[config.mk]
export PLATFORM = sky130hd
export DESIGN_NAME = hba_top
export DESIGN_NICKNAME = d
export VERILOG_FILES = /design/src/rtl/hba_pkg.sv /design/src/rtl/hba_sync.sv /design/src/rtl/hba_wr_fmt.sv /design/src/rtl/hba_rd_fmt.sv /design/src/rtl/hba_ctrl.sv /design/src/rtl/hba_top.sv
export SDC_FILE = /design/constraint.sdc
export NUM_CORES = 1
export LEC_CHECK = 0
export ABC_AREA = 1
export BUFFER_PORTS_ARGS = -buffer_cell sky130_fd_sc_hd__buf_4
export CORE_MARGIN = 2
export CORE_UTILIZATION = 45
export DETAILED_ROUTE_END_ITERATION = 7
export PLACE_DENSITY_LB_ADDON = 0.1
export SYNTH_ARGS = -nofsm -noshare
export SYNTH_HDL_FRONTEND = slang
export SYNTH_HIERARCHICAL = 1
export SYNTH_SLANG_ARGS = --single-unit
[constraint.sdc]
create_clock -name clk -period 1.6 [get_ports clk]
set_input_delay 0.24 -clock clk [delete_from_list [all_inputs] [get_ports clk]]
set_output_delay 0.24 -clock clk [all_outputs]
set_load 0.02 [all_outputs]
[src/rtl/hba_pkg.sv]
package hba_pkg;
    typedef enum logic [1:0] {
        ST_IDLE = 2'd0,
        ST_REQ  = 2'd1,
        ST_DONE = 2'd2
    } hba_state_e;

    localparam int unsigned HBA_LANES = 2;
endpackage

[src/rtl/hba_sync.sv]
module hba_sync #(
    parameter int unsigned W         = 2,
    parameter logic [W-1:0] RESET_VAL = '1
) (
    input  logic         clk,
    input  logic         rst_n,
    input  logic [W-1:0] d_i,
    output logic [W-1:0] q_o
);
    typedef struct packed {
        logic [W-1:0] s1;
        logic [W-1:0] s2;
    } sync_t;

    sync_t sy_d, sy_q;

    always_comb begin
        sy_d    = sy_q;
        sy_d.s1 = d_i;
        sy_d.s2 = sy_q.s1;
    end

    always_ff @(posedge clk or negedge rst_n) begin
        if (!rst_n) begin
            sy_q <= '{s1: RESET_VAL, s2: RESET_VAL};
        end else begin
            sy_q <= sy_d;
        end
    end

    assign q_o = sy_q.s2;
endmodule

[src/rtl/hba_wr_fmt.sv]
module hba_wr_fmt #(
    parameter int unsigned DW = 16
) (
    input  logic          sep_i,
    input  logic          byte_i,
    input  logic          hi_i,
    input  logic [DW-1:0] pins_i,
    output logic [DW-1:0] wdata_o,
    output logic [1:0]    be_o
);
    localparam int unsigned HW = DW / 2;

    logic [DW-1:0] val;

    always_comb begin
        val = sep_i ? ~pins_i : pins_i;
        if (byte_i) begin
            wdata_o = {val[HW-1:0], val[HW-1:0]};
            be_o    = hi_i ? 2'b10 : 2'b01;
        end else begin
            wdata_o = val;
            be_o    = 2'b11;
        end
    end
endmodule

[src/rtl/hba_rd_fmt.sv]
module hba_rd_fmt #(
    parameter int unsigned DW = 16
) (
    input  logic          sep_i,
    input  logic          byte_i,
    input  logic          hi_i,
    input  logic [DW-1:0] rdata_i,
    output logic [DW-1:0] pins_o,
    output logic [1:0]    oe_o
);
    localparam int unsigned HW = DW / 2;

    logic [HW-1:0] lane;

    always_comb begin
        lane = hi_i ? rdata_i[DW-1:HW] : rdata_i[HW-1:0];
        if (byte_i) begin
            pins_o = {{HW{1'b0}}, (sep_i ? ~lane : lane)};
            oe_o   = 2'b01;
        end else begin
            pins_o = sep_i ? ~rdata_i : rdata_i;
            oe_o   = 2'b11;
        end
    end
endmodule

[src/rtl/hba_ctrl.sv]
module hba_ctrl
    import hba_pkg::*;
#(
    parameter int unsigned AW = 8,
    parameter int unsigned DW = 16
) (
    input  logic          clk,
    input  logic          rst_n,
    input  logic          active_i,
    input  logic          write_i,
    input  logic [AW-1:0] addr_i,
    input  logic          hi_i,
    input  logic          byte_i,
    input  logic          sep_i,
    input  logic [DW-1:0] wdata_i,
    input  logic [1:0]    be_i,
    input  logic          mem_ack_i,
    input  logic [DW-1:0] rd_pins_i,
    input  logic [1:0]    rd_oe_i,
    output logic          mem_req_o,
    output logic          mem_we_o,
    output logic [AW-1:0] mem_addr_o,
    output logic [DW-1:0] mem_wdata_o,
    output logic [1:0]    mem_be_o,
    output logic          lat_hi_o,
    output logic          lat_byte_o,
    output logic          lat_sep_o,
    output logic          ack_n_o,
    output logic [DW-1:0] dout_o,
    output logic [1:0]    oe_o
);
    typedef struct packed {
        hba_state_e    st;
        logic          req;
        logic          we;
        logic [AW-1:0] addr;
        logic [DW-1:0] wdata;
        logic [1:0]    be;
        logic          hi;
        logic          byte_m;
        logic          sep;
        logic          ack_n;
        logic [DW-1:0] dout;
        logic [1:0]    oe;
    } ctrl_t;

    ctrl_t c_d, c_q;

    always_comb begin
        c_d = c_q;
        unique case (c_q.st)
            ST_IDLE: begin
                if (active_i) begin
                    c_d.st     = ST_REQ;
                    c_d.req    = 1'b1;
                    c_d.we     = write_i;
                    c_d.addr   = addr_i;
                    c_d.wdata  = wdata_i;
                    c_d.be     = be_i;
                    c_d.hi     = hi_i;
                    c_d.byte_m = byte_i;
                    c_d.sep    = sep_i;
                end
            end
            ST_REQ: begin
                if (mem_ack_i) begin
                    c_d.st    = ST_DONE;
                    c_d.req   = 1'b0;
                    c_d.ack_n = 1'b0;
                    if (!c_q.we) begin
                        c_d.dout = rd_pins_i;
                        c_d.oe   = rd_oe_i;
                    end
                end
            end
            ST_DONE: begin
                if (!active_i) begin
                    c_d.st    = ST_IDLE;
                    c_d.ack_n = 1'b1;
                    c_d.oe    = 2'b00;
                    c_d.dout  = '0;
                end
            end
            default: begin
                c_d.st    = ST_IDLE;
                c_d.req   = 1'b0;
                c_d.ack_n = 1'b1;
                c_d.oe    = 2'b00;
            end
        endcase
    end

    always_ff @(posedge clk or negedge rst_n) begin
        if (!rst_n) begin
            c_q <= '{st: ST_IDLE, ack_n: 1'b1, be: 2'b00, oe: 2'b00,
                     default: '0};
        end else begin
            c_q <= c_d;
        end
    end

    assign mem_req_o   = c_q.req;
    assign mem_we_o    = c_q.we;
    assign mem_addr_o  = c_q.addr;
    assign mem_wdata_o = c_q.wdata;
    assign mem_be_o    = c_q.be;
    assign lat_hi_o    = c_q.hi;
    assign lat_byte_o  = c_q.byte_m;
    assign lat_sep_o   = c_q.sep;
    assign ack_n_o     = c_q.ack_n;
    assign dout_o      = c_q.dout;
    assign oe_o        = c_q.oe;


    ack_after_accept_chk: assert property (@(posedge clk) disable iff (!rst_n)
        $fell(ack_n_o) |-> $past(mem_req_o && mem_ack_i));


    req_hold_chk: assert property (@(posedge clk) disable iff (!rst_n)
        (mem_req_o && !mem_ack_i) |=> (mem_req_o && $stable(mem_addr_o)
            && $stable(mem_we_o) && $stable(mem_wdata_o)));


    release_chk: assert property (@(posedge clk) disable iff (!rst_n)
        (!ack_n_o && !active_i) |=> (ack_n_o && oe_o == 2'b00));


    byte_be_chk: assert property (@(posedge clk) disable iff (!rst_n)
        (mem_req_o && lat_byte_o) |-> ($countones(mem_be_o) == 1));


    byte_lane_chk: assert property (@(posedge clk) disable iff (!rst_n)
        (lat_byte_o && oe_o != 2'b00) |-> (oe_o == 2'b01));
endmodule

[src/rtl/hba_top.sv]
module hba_top
    import hba_pkg::*;
#(
    parameter int unsigned AW = 8,
    parameter int unsigned DW = 16
) (
    input  logic          clk,
    input  logic          rst_n,
    input  logic          cfg_sep_strobe,
    input  logic          cfg_byte_mode,
    input  logic [AW-1:0] host_addr,
    input  logic          host_hi_sel,
    input  logic          host_strb_n,
    input  logic          host_dir,
    input  logic [DW-1:0] host_data_i,
    output logic [DW-1:0] host_data_o,
    output logic [1:0]    host_data_oe,
    output logic          host_ack_n,
    output logic          mem_req,
    output logic          mem_we,
    output logic [AW-1:0] mem_addr,
    output logic [DW-1:0] mem_wdata,
    output logic [1:0]    mem_be,
    input  logic          mem_ack,
    input  logic [DW-1:0] mem_rdata
);
    logic [1:0]    strb_s;
    logic          s_strb_n, s_dir;
    logic          act, wr;
    logic [DW-1:0] fmt_wdata;
    logic [1:0]    fmt_be;
    logic [DW-1:0] fmt_pins;
    logic [1:0]    fmt_oe;
    logic          lat_hi, lat_byte, lat_sep;
    logic          act_raw;

    hba_sync #(.W(2), .RESET_VAL(2'b11)) i_sync (
        .clk   (clk),
        .rst_n (rst_n),
        .d_i   ({host_strb_n, host_dir}),
        .q_o   (strb_s)
    );

    assign s_strb_n = strb_s[1];
    assign s_dir    = strb_s[0];

    always_comb begin
        act     = cfg_sep_strobe ? (!s_strb_n || !s_dir) : !s_strb_n;
        wr      = !s_dir;
        act_raw = cfg_sep_strobe ? (!host_strb_n || !host_dir) : !host_strb_n;
    end

    hba_wr_fmt #(.DW(DW)) i_wr_fmt (
        .sep_i   (cfg_sep_strobe),
        .byte_i  (cfg_byte_mode),
        .hi_i    (host_hi_sel),
        .pins_i  (host_data_i),
        .wdata_o (fmt_wdata),
        .be_o    (fmt_be)
    );

    hba_rd_fmt #(.DW(DW)) i_rd_fmt (
        .sep_i   (lat_sep),
        .byte_i  (lat_byte),
        .hi_i    (lat_hi),
        .rdata_i (mem_rdata),
        .pins_o  (fmt_pins),
        .oe_o    (fmt_oe)
    );

    hba_ctrl #(.AW(AW), .DW(DW)) i_ctrl (
        .clk         (clk),
        .rst_n       (rst_n),
        .active_i    (act),
        .write_i     (wr),
        .addr_i      (host_addr),
        .hi_i        (host_hi_sel),
        .byte_i      (cfg_byte_mode),
        .sep_i       (cfg_sep_strobe),
        .wdata_i     (fmt_wdata),
        .be_i        (fmt_be),
        .mem_ack_i   (mem_ack),
        .rd_pins_i   (fmt_pins),
        .rd_oe_i     (fmt_oe),
        .mem_req_o   (mem_req),
        .mem_we_o    (mem_we),
        .mem_addr_o  (mem_addr),
        .mem_wdata_o (mem_wdata),
        .mem_be_o    (mem_be),
        .lat_hi_o    (lat_hi),
        .lat_byte_o  (lat_byte),
        .lat_sep_o   (lat_sep),
        .ack_n_o     (host_ack_n),
        .dout_o      (host_data_o),
        .oe_o        (host_data_oe)
    );


    drive_when_acked_chk: assert property (@(posedge clk) disable iff (!rst_n)
        (host_data_oe != 2'b00) |-> !host_ack_n);


    sync_delay_chk: assert property (@(posedge clk) disable iff (!rst_n)
        $rose(mem_req) |-> $past(act_raw, 2));
endmodule

==> flow_summary.json, run 1 <==
{
  "worst-path-buf-inv": 3,
  "critical-path-top-delay-family": "flip-flops",
  "hold_path.class": "in2async",
  "violations": "negative hold slack",
  "post-route-period-util_pct": 87.71,
  "grt_pass1_vias": 2929,
  "setup_viol": 0,
  "synth_top_area_share_pct": 34.81,
  "drt_iter0_drc": 78,
  "die_h_um": 94.26,
  "grt_max_degree": 57,
  "vias_per_cell": 4.826,
  "ff2ff_path_depth": 9,
  "layout.nets": 606,
  "required_ns": 1.85,
  "place.gp.congestion": 0.7884,
  "crit_cells": 9,
  "max_cap_violations": 0,
  "worstPathArrival_ns": 1.66,
  "ys_seq_area_share_pct": 38.40,
  "slowest_delay_ns": 0.54,
  "port_buffers": 94,
  "fin_crit_ns": 1.403,
  "maxSlewViolCount": 0,
  "yosys_warnings": 6,
  "io_pins": 95,
  "netlist_instances": 518,
  "critPathMaxFanout": 18,
  "setup.worst_path.start_class": "flop",
  "dp_slack_ns": 0.1790,
  "wirelength_um": 7870,
  "grt.total_usage_pct": 18.41,
  "drive_above_1_share_pct": 25.76,
  "postRouteAntennaNets": 0,
  "worstSkewPairLatency_ns": 0.30,
  "final.setup.worst_slack_ns": 0.1966,
  "htreeDepth": 2,
  "criticalPathCategory": "reg2reg",
  "worstPathCellList": "inv_2, nand2_2, nand2_2, nand3_1, nand2_1, inv_2, buf_6, nand3_1, nand2_1",
  "final_hold_viol_count": 38,
  "tightest_slew_ns": 0.7086,
  "dp_cells": 653,
  "cts_tree": "done",
  "whs_ns": -0.01925,
  "synth_common_cells": "156 x nand2_1, 97 x nand3_1, 61 x inv_1",
  "rsz0062_at_grt": "no",
  "synth_most_common_cell": "nand2_1",
  "slowest_stage": "dfstp_2",
  "ys_types": 24,
  "status": "complete, but fails checks",
  "drcViolationCount": 0,
  "initial_core_util_pct": 46.96,
  "synth_edf_count": 0,
  "clk_pin_slew_worst_paths_ns": 0.11,
  "n_fill_cell": 805,
  "fin_setup_tns_ns": 0,
  "grt_pass1_wl_um": 13190,
  "clock.fmax_mhz": 712.5,
  "syn_area_um2": 3666,
  "ys_top_cells_by_area": "dfrtp_1 35%, nand2_1 16%, nand3_1 13%",
  "antenna_found_initial": 0,
  "wl_per_cell_um": 11.91,
  "area_growth_pct": 14.51,
  "clock_path_buffers": 2,
  "clock-sinks": 56,
  "avgSynthCellArea_um2": 7.077,
  "grt.overflow.total": 0,
  "critPathCaptureType": "flop",
  "crit_path_start": "i_sync/q_o[0]",
  "synth-seq-cells": 56,
  "ir_drop_mv": 0.8123,
  "finalClockSkew_ns": 0.005263,
  "num_antenna_cells": 0,
  "num_vias": 3190,
  "slew_headroom_pct": 52.76,
  "layoutNonFillerInstCount": 661,
  "drtPass1Iterations": 5,
  "reg2reg_slack_ns": 0.20,
  "r2r-start": "i_sync/q_o[0]",
  "power_density_nw_per_um2": 1934,
  "core.rowCount": 32,
  "dieArea_um2": 8885,
  "clock-root-buffer": "clkbuf_8",
  "synth-main-ff-cell": "dfrtp_1",
  "yosys.area.top_type": "dfrtp_1",
  "die_w_um": 94.26,
  "cts_setup_buffers": 0,
  "dp.final_hpwl_um": 5646,
  "placeableCoreArea_um2": 7807,
  "syn-num-nets": 566,
  "p_leak_nw": 2.438,
  "cts_made_buffers": 5,
  "async_flop_share_pct": 100.0
}
## worst reg2reg max path, delay by kind of cell (launching register included)
kind,cells,cell delay [ns]
buf+inv,3,0.31
flops,1,0.54
simple gates,6,0.51
## registers in the layout, summed over array words and instances (netlist names), 2 cells and up
name / count
i_ctrl/dout_o: 16
i_ctrl/mem_addr_o: 8
i_ctrl/mem_be_o: 2
i_ctrl/mem_wdata_o: 16
i_ctrl/c_q: 2
i_ctrl/oe_o: 2
i_sync/q_o: 2
i_sync/sy_d: 2
## area by class of cell
| type | instances | area (um2) | share of cell area (%) |
|---|---|---|---|
| Multi-Input combinational cell | 323 | 1469 | 34.99 |
| Sequential cell | 56 | 1408 | 33.53 |
| Timing Repair Buffer | 103 | 814.5 | 19.40 |
| Inverter | 69 | 264.0 | 6.289 |
| Tap cell | 102 | 127.6 | 3.040 |
| Clock buffer | 5 | 68.82 | 1.639 |
| Clock inverter | 3 | 46.29 | 1.103 |
## routing by layer
| metal | part of all wire [%] | track usage [%] | vias to the layer above |
|---|---|---|---|
| met5 | 0 | 0 | - |
| met4 | 0.88 | 4.348 | 0 |
| met3 | 4.5 | 3.291 | 7 |
| met2 | 50 | 33.15 | 70 |
| met1 | 44 | 22.77 | 1478 |
| li1 | - | - | 1635 |
## path summary, 6_finish.rpt
| check | to |
|---|---|
| setup / recovery | i_ctrl/dout_o[14] |
| hold / removal | i_ctrl/dout_o[7] |
| setup reg to reg | i_ctrl/dout_o[14] |
| hold reg to reg | i_sync/q_o[0] |
| min in group clk | i_sync/sy_d[1] |
| max in group asynchronous | i_ctrl/c_q[51] |
## what timing repair did
action	4_1_cts	5_1_grt
gates resized for setup	0	2
hold buffers	0	0
endpoints found under the setup margin	0	6
## cells in the final DEF (no fill, tap or decap), drive strengths merged
cell / count
a21oi: 9
nor2: 20
clkbuf: 5
conb: 1
inv: 70
o21ai: 13
clkinv: 1
and2: 8
dfrtp: 51
dfstp: 5
or2: 1
nand3: 99
bufinv: 1
buf: 103
nand2: 172
## where the power goes
part / switching (mW) / internal, mW / total [mW]
combinational: 2.88 / 1.82 / 4.70
sequential: 0.397 / 2.07 / 2.47
clock: 0.478 / 0.475 / 0.954
## cells by family after synthesis
| kind of cell | Yosys count | share of synthesized area, % |
|---|---|---|
| simple gates | 300 | 36.45 |
| compound gates | 22 | 3.310 |
| flops | 56 | 38.40 |
| other cells | 1 | 0.1023 |
| buf+inv | 139 | 21.74 |
## through the flow
stage          hold slack [ns]  utilization [%]  power [mW]  instance area [um2]
5_1_grt                0.01280            53.77       8.904                 4198
6_report              -0.01925            53.77       8.117                 4198
2_1_floorplan         -0.05559                -       6.360                 3666
3_3_place_gp            0.3464            52.18       7.144                 4074
3_5_place_dp            0.3468            52.18       7.231                 4074
4_1_cts               0.007466            53.65       8.201                 4189
No activity file was read; power rests on OpenSTA's default activity.
==> inputs of run 2 (changes only) <==
Settings changed: PLACE_DENSITY set to 0.7, PLACE_DENSITY_LB_ADDON 0.1 to not set.
==> run 2 against run 1 <==
Net effect: the flow still finishes with violations (negative hold slack); die area stayed put; core utilization is 0.54 points lower; global-route usage is 0.43 points lower; critical endpoint is now i_ctrl/dout_o[0].
==> flow_summary.json, run 2 (synthesis gave the netlist of run 1 again) <==
{
  "clock_path_buffers": 2,
  "status": "complete, but fails checks",
  "fin_crit_ns": 1.450,
  "grt_max_degree": 57,
  "worstSkewPairLatency_ns": 0.30,
  "wl_per_cell_um": 11.70,
  "final_hold_viol_count": 38,
  "ff2ff_path_depth": 9,
  "io_pins": 95,
  "layout.nets": 609,
  "dp_cells": 656,
  "n_fill_cell": 786,
  "worstPathArrival_ns": 1.69,
  "maxSlewViolCount": 0,
  "antenna_found_initial": 0,
  "grt.total_usage_pct": 17.98,
  "core.rowCount": 32,
  "slowest_stage": "dfrtp_1",
  "dp.final_hpwl_um": 5840,
  "finalInstanceArea_um2": 4155,
  "max_cap_violations": 0,
  "num_vias": 3117,
  "clock.fmax_mhz": 689.9,
  "vias_per_cell": 4.694,
  "regToRegEndpoint": "i_ctrl/dout_o[0]",
  "placed_area_um2": 4059,
  "tightest_slew_ns": 0.7027,
  "postRouteAntennaNets": 0,
  "critPathCaptureType": "flop",
  "die_w_um": 94.26,
  "post-route-period-util_pct": 90.60,
  "required_ns": 1.84,
  "slowest_delay_ns": 0.60,
  "drt_iter0_drc": 155,
  "place.gp.congestion": 0.7986,
  "layout_commonest_cell": "nand2_1",
  "cts_setup_buffers": 0,
  "die_h_um": 94.26,
  "layoutNonFillerInstCount": 664,
  "num_antenna_cells": 0,
  "cts_made_buffers": 5,
  "grt_pass1_wl_um": 13050,
  "violations": "negative hold slack",
  "cts_resized": 0,
  "r2r-start": "i_ctrl/lat_byte_o",
  "slew_headroom_pct": 53.16,
  "cp_common_cell": "nand3_1",
  "total_power_mw": 7.840,
  "grt_pass1_vias": 2840,
  "crit_cells": 9,
  "criticalPathCategory": "reg2reg",
  "whs_ns": -0.02936,
  "crit_end": "i_ctrl/dout_o[0]",
  "final_cell_mix": "156 x nand2_1, 105 x buf_4, 97 x nand3_1, 60 x inv_1, 51 x dfrtp_1",
  "clk_pin_slew_worst_paths_ns": 0.10,
  "hold_path.class": "in2async",
  "drcViolationCount": 0,
  "initial_core_util_pct": 46.96,
  "crit_path_start": "i_ctrl/lat_byte_o",
  "ir_drop_mv": 0.6206,
  "p_leak_nw": 2.426,
  "area_growth_pct": 13.34,
  "critical-path-top-delay-family": "flip-flops",
  "setup.worst_path.start_class": "flop",
  "fin_setup_tns_ns": 0,
  "clock-root-buffer": "clkbuf_8",
  "finalClockSkew_ns": 0.01003,
  "dieArea_um2": 8885,
  "reg2reg_slack_ns": 0.15,
  "drtPass1Iterations": 4,
  "critPathMaxFanout": 10,
  "wirelength_um": 7771,
  "setup_viol": 0,
  "drive_above_1_share_pct": 26.33,
  "power_density_nw_per_um2": 1887,
  "placeableCoreArea_um2": 7807,
  "clock-sinks": 56,
  "worstPathCellList": "buf_4, nand3_1, nand3_1, nand2_1, inv_1, inv_1, nor2_1, nand3_1, nand2_1",
  "port_buffers": 94,
  "worst-path-buf-inv": 3,
  "htreeDepth": 2,
  "rsz0062_at_grt": "no",
  "cts_tree": "done",
  "cts_hold_buffers": 0,
  "grt.overflow.total": 0,
  "final_util_pct": 53.22
}
==> run 2: cell count changes in the layout (fill, tap and decap cells not counted), sizes merged <==
| cell | change |
|---|---|
| buf | +3 |
| bufinv | -1 |
| clkinv | +2 |
| inv | -1 |
==> run 2: worst register-to-register path, stage by stage, from the launching register on <==
cell	delay [ns]
dfrtp_1	0.60
buf_4	0.24
nand3_1	0.08
nand3_1	0.08
nand2_1	0.06
inv_1	0.05
inv_1	0.03
nor2_1	0.09
nand3_1	0.09
nand2_1	0.07
==> run 2: worst min-delay path by stage <==
stage / start / endpoint / slack (ns) / cells past startpoint
after global placement: rst_n / i_ctrl/dout_o[5] / 0.33 / 1
after detailed placement: rst_n / i_ctrl/dout_o[5] / 0.33 / 1
final: rst_n / i_ctrl/dout_o[5] / -0.03 / 1
after CTS: rst_n / i_ctrl/mem_addr_o[0] / 0.004 / 1
after global routing: host_dir / i_sync/sy_d[0] / 0.02 / 1
after floorplan: rst_n / i_ctrl/c_q[50] / -0.06 / 0
==> run 2: through the flow <==
stage,hold slack [ns],worst slack (ns)
floorplan,-0.05559,0.1588
global placement,0.3274,0.1640
detailed placement,0.3344,0.1244
CTS,0.003937,0.09300
global route,0.01780,0.001500
finish,-0.02936,0.1504
==> run 2: layout make-up <==
type                       count  area [um2]  area share [%]
sequential                    56        1408           33.88
tap                          102       127.6           3.071
clock inverter                 3       18.77          0.4517
multi-input combinational    323        1469           35.35
clock buffer                   5       68.82           1.656
inverter                      69       264.0           6.353
timing repair buffer         106       799.5           19.24
==> run 2: power by group <==
part | total [mW] | internal (mW) | switching (mW)
combinational | 4.56 | 1.77 | 2.79
sequential | 2.52 | 2.07 | 0.453
clock | 0.756 | 0.306 | 0.450
total | 7.84 | 4.15 | 3.69
==> run 2: routing by layer <==
layer	vias up	wire [um]	share of wire (%)	GRT usage (%)
met2	90	3896	50	31.79
li1	1632	-	-	-
met4	0	52	0.67	3.019
met5	-	0	0	0
met1	1391	3439	44	23.42
met3	4	383	4.9	2.970
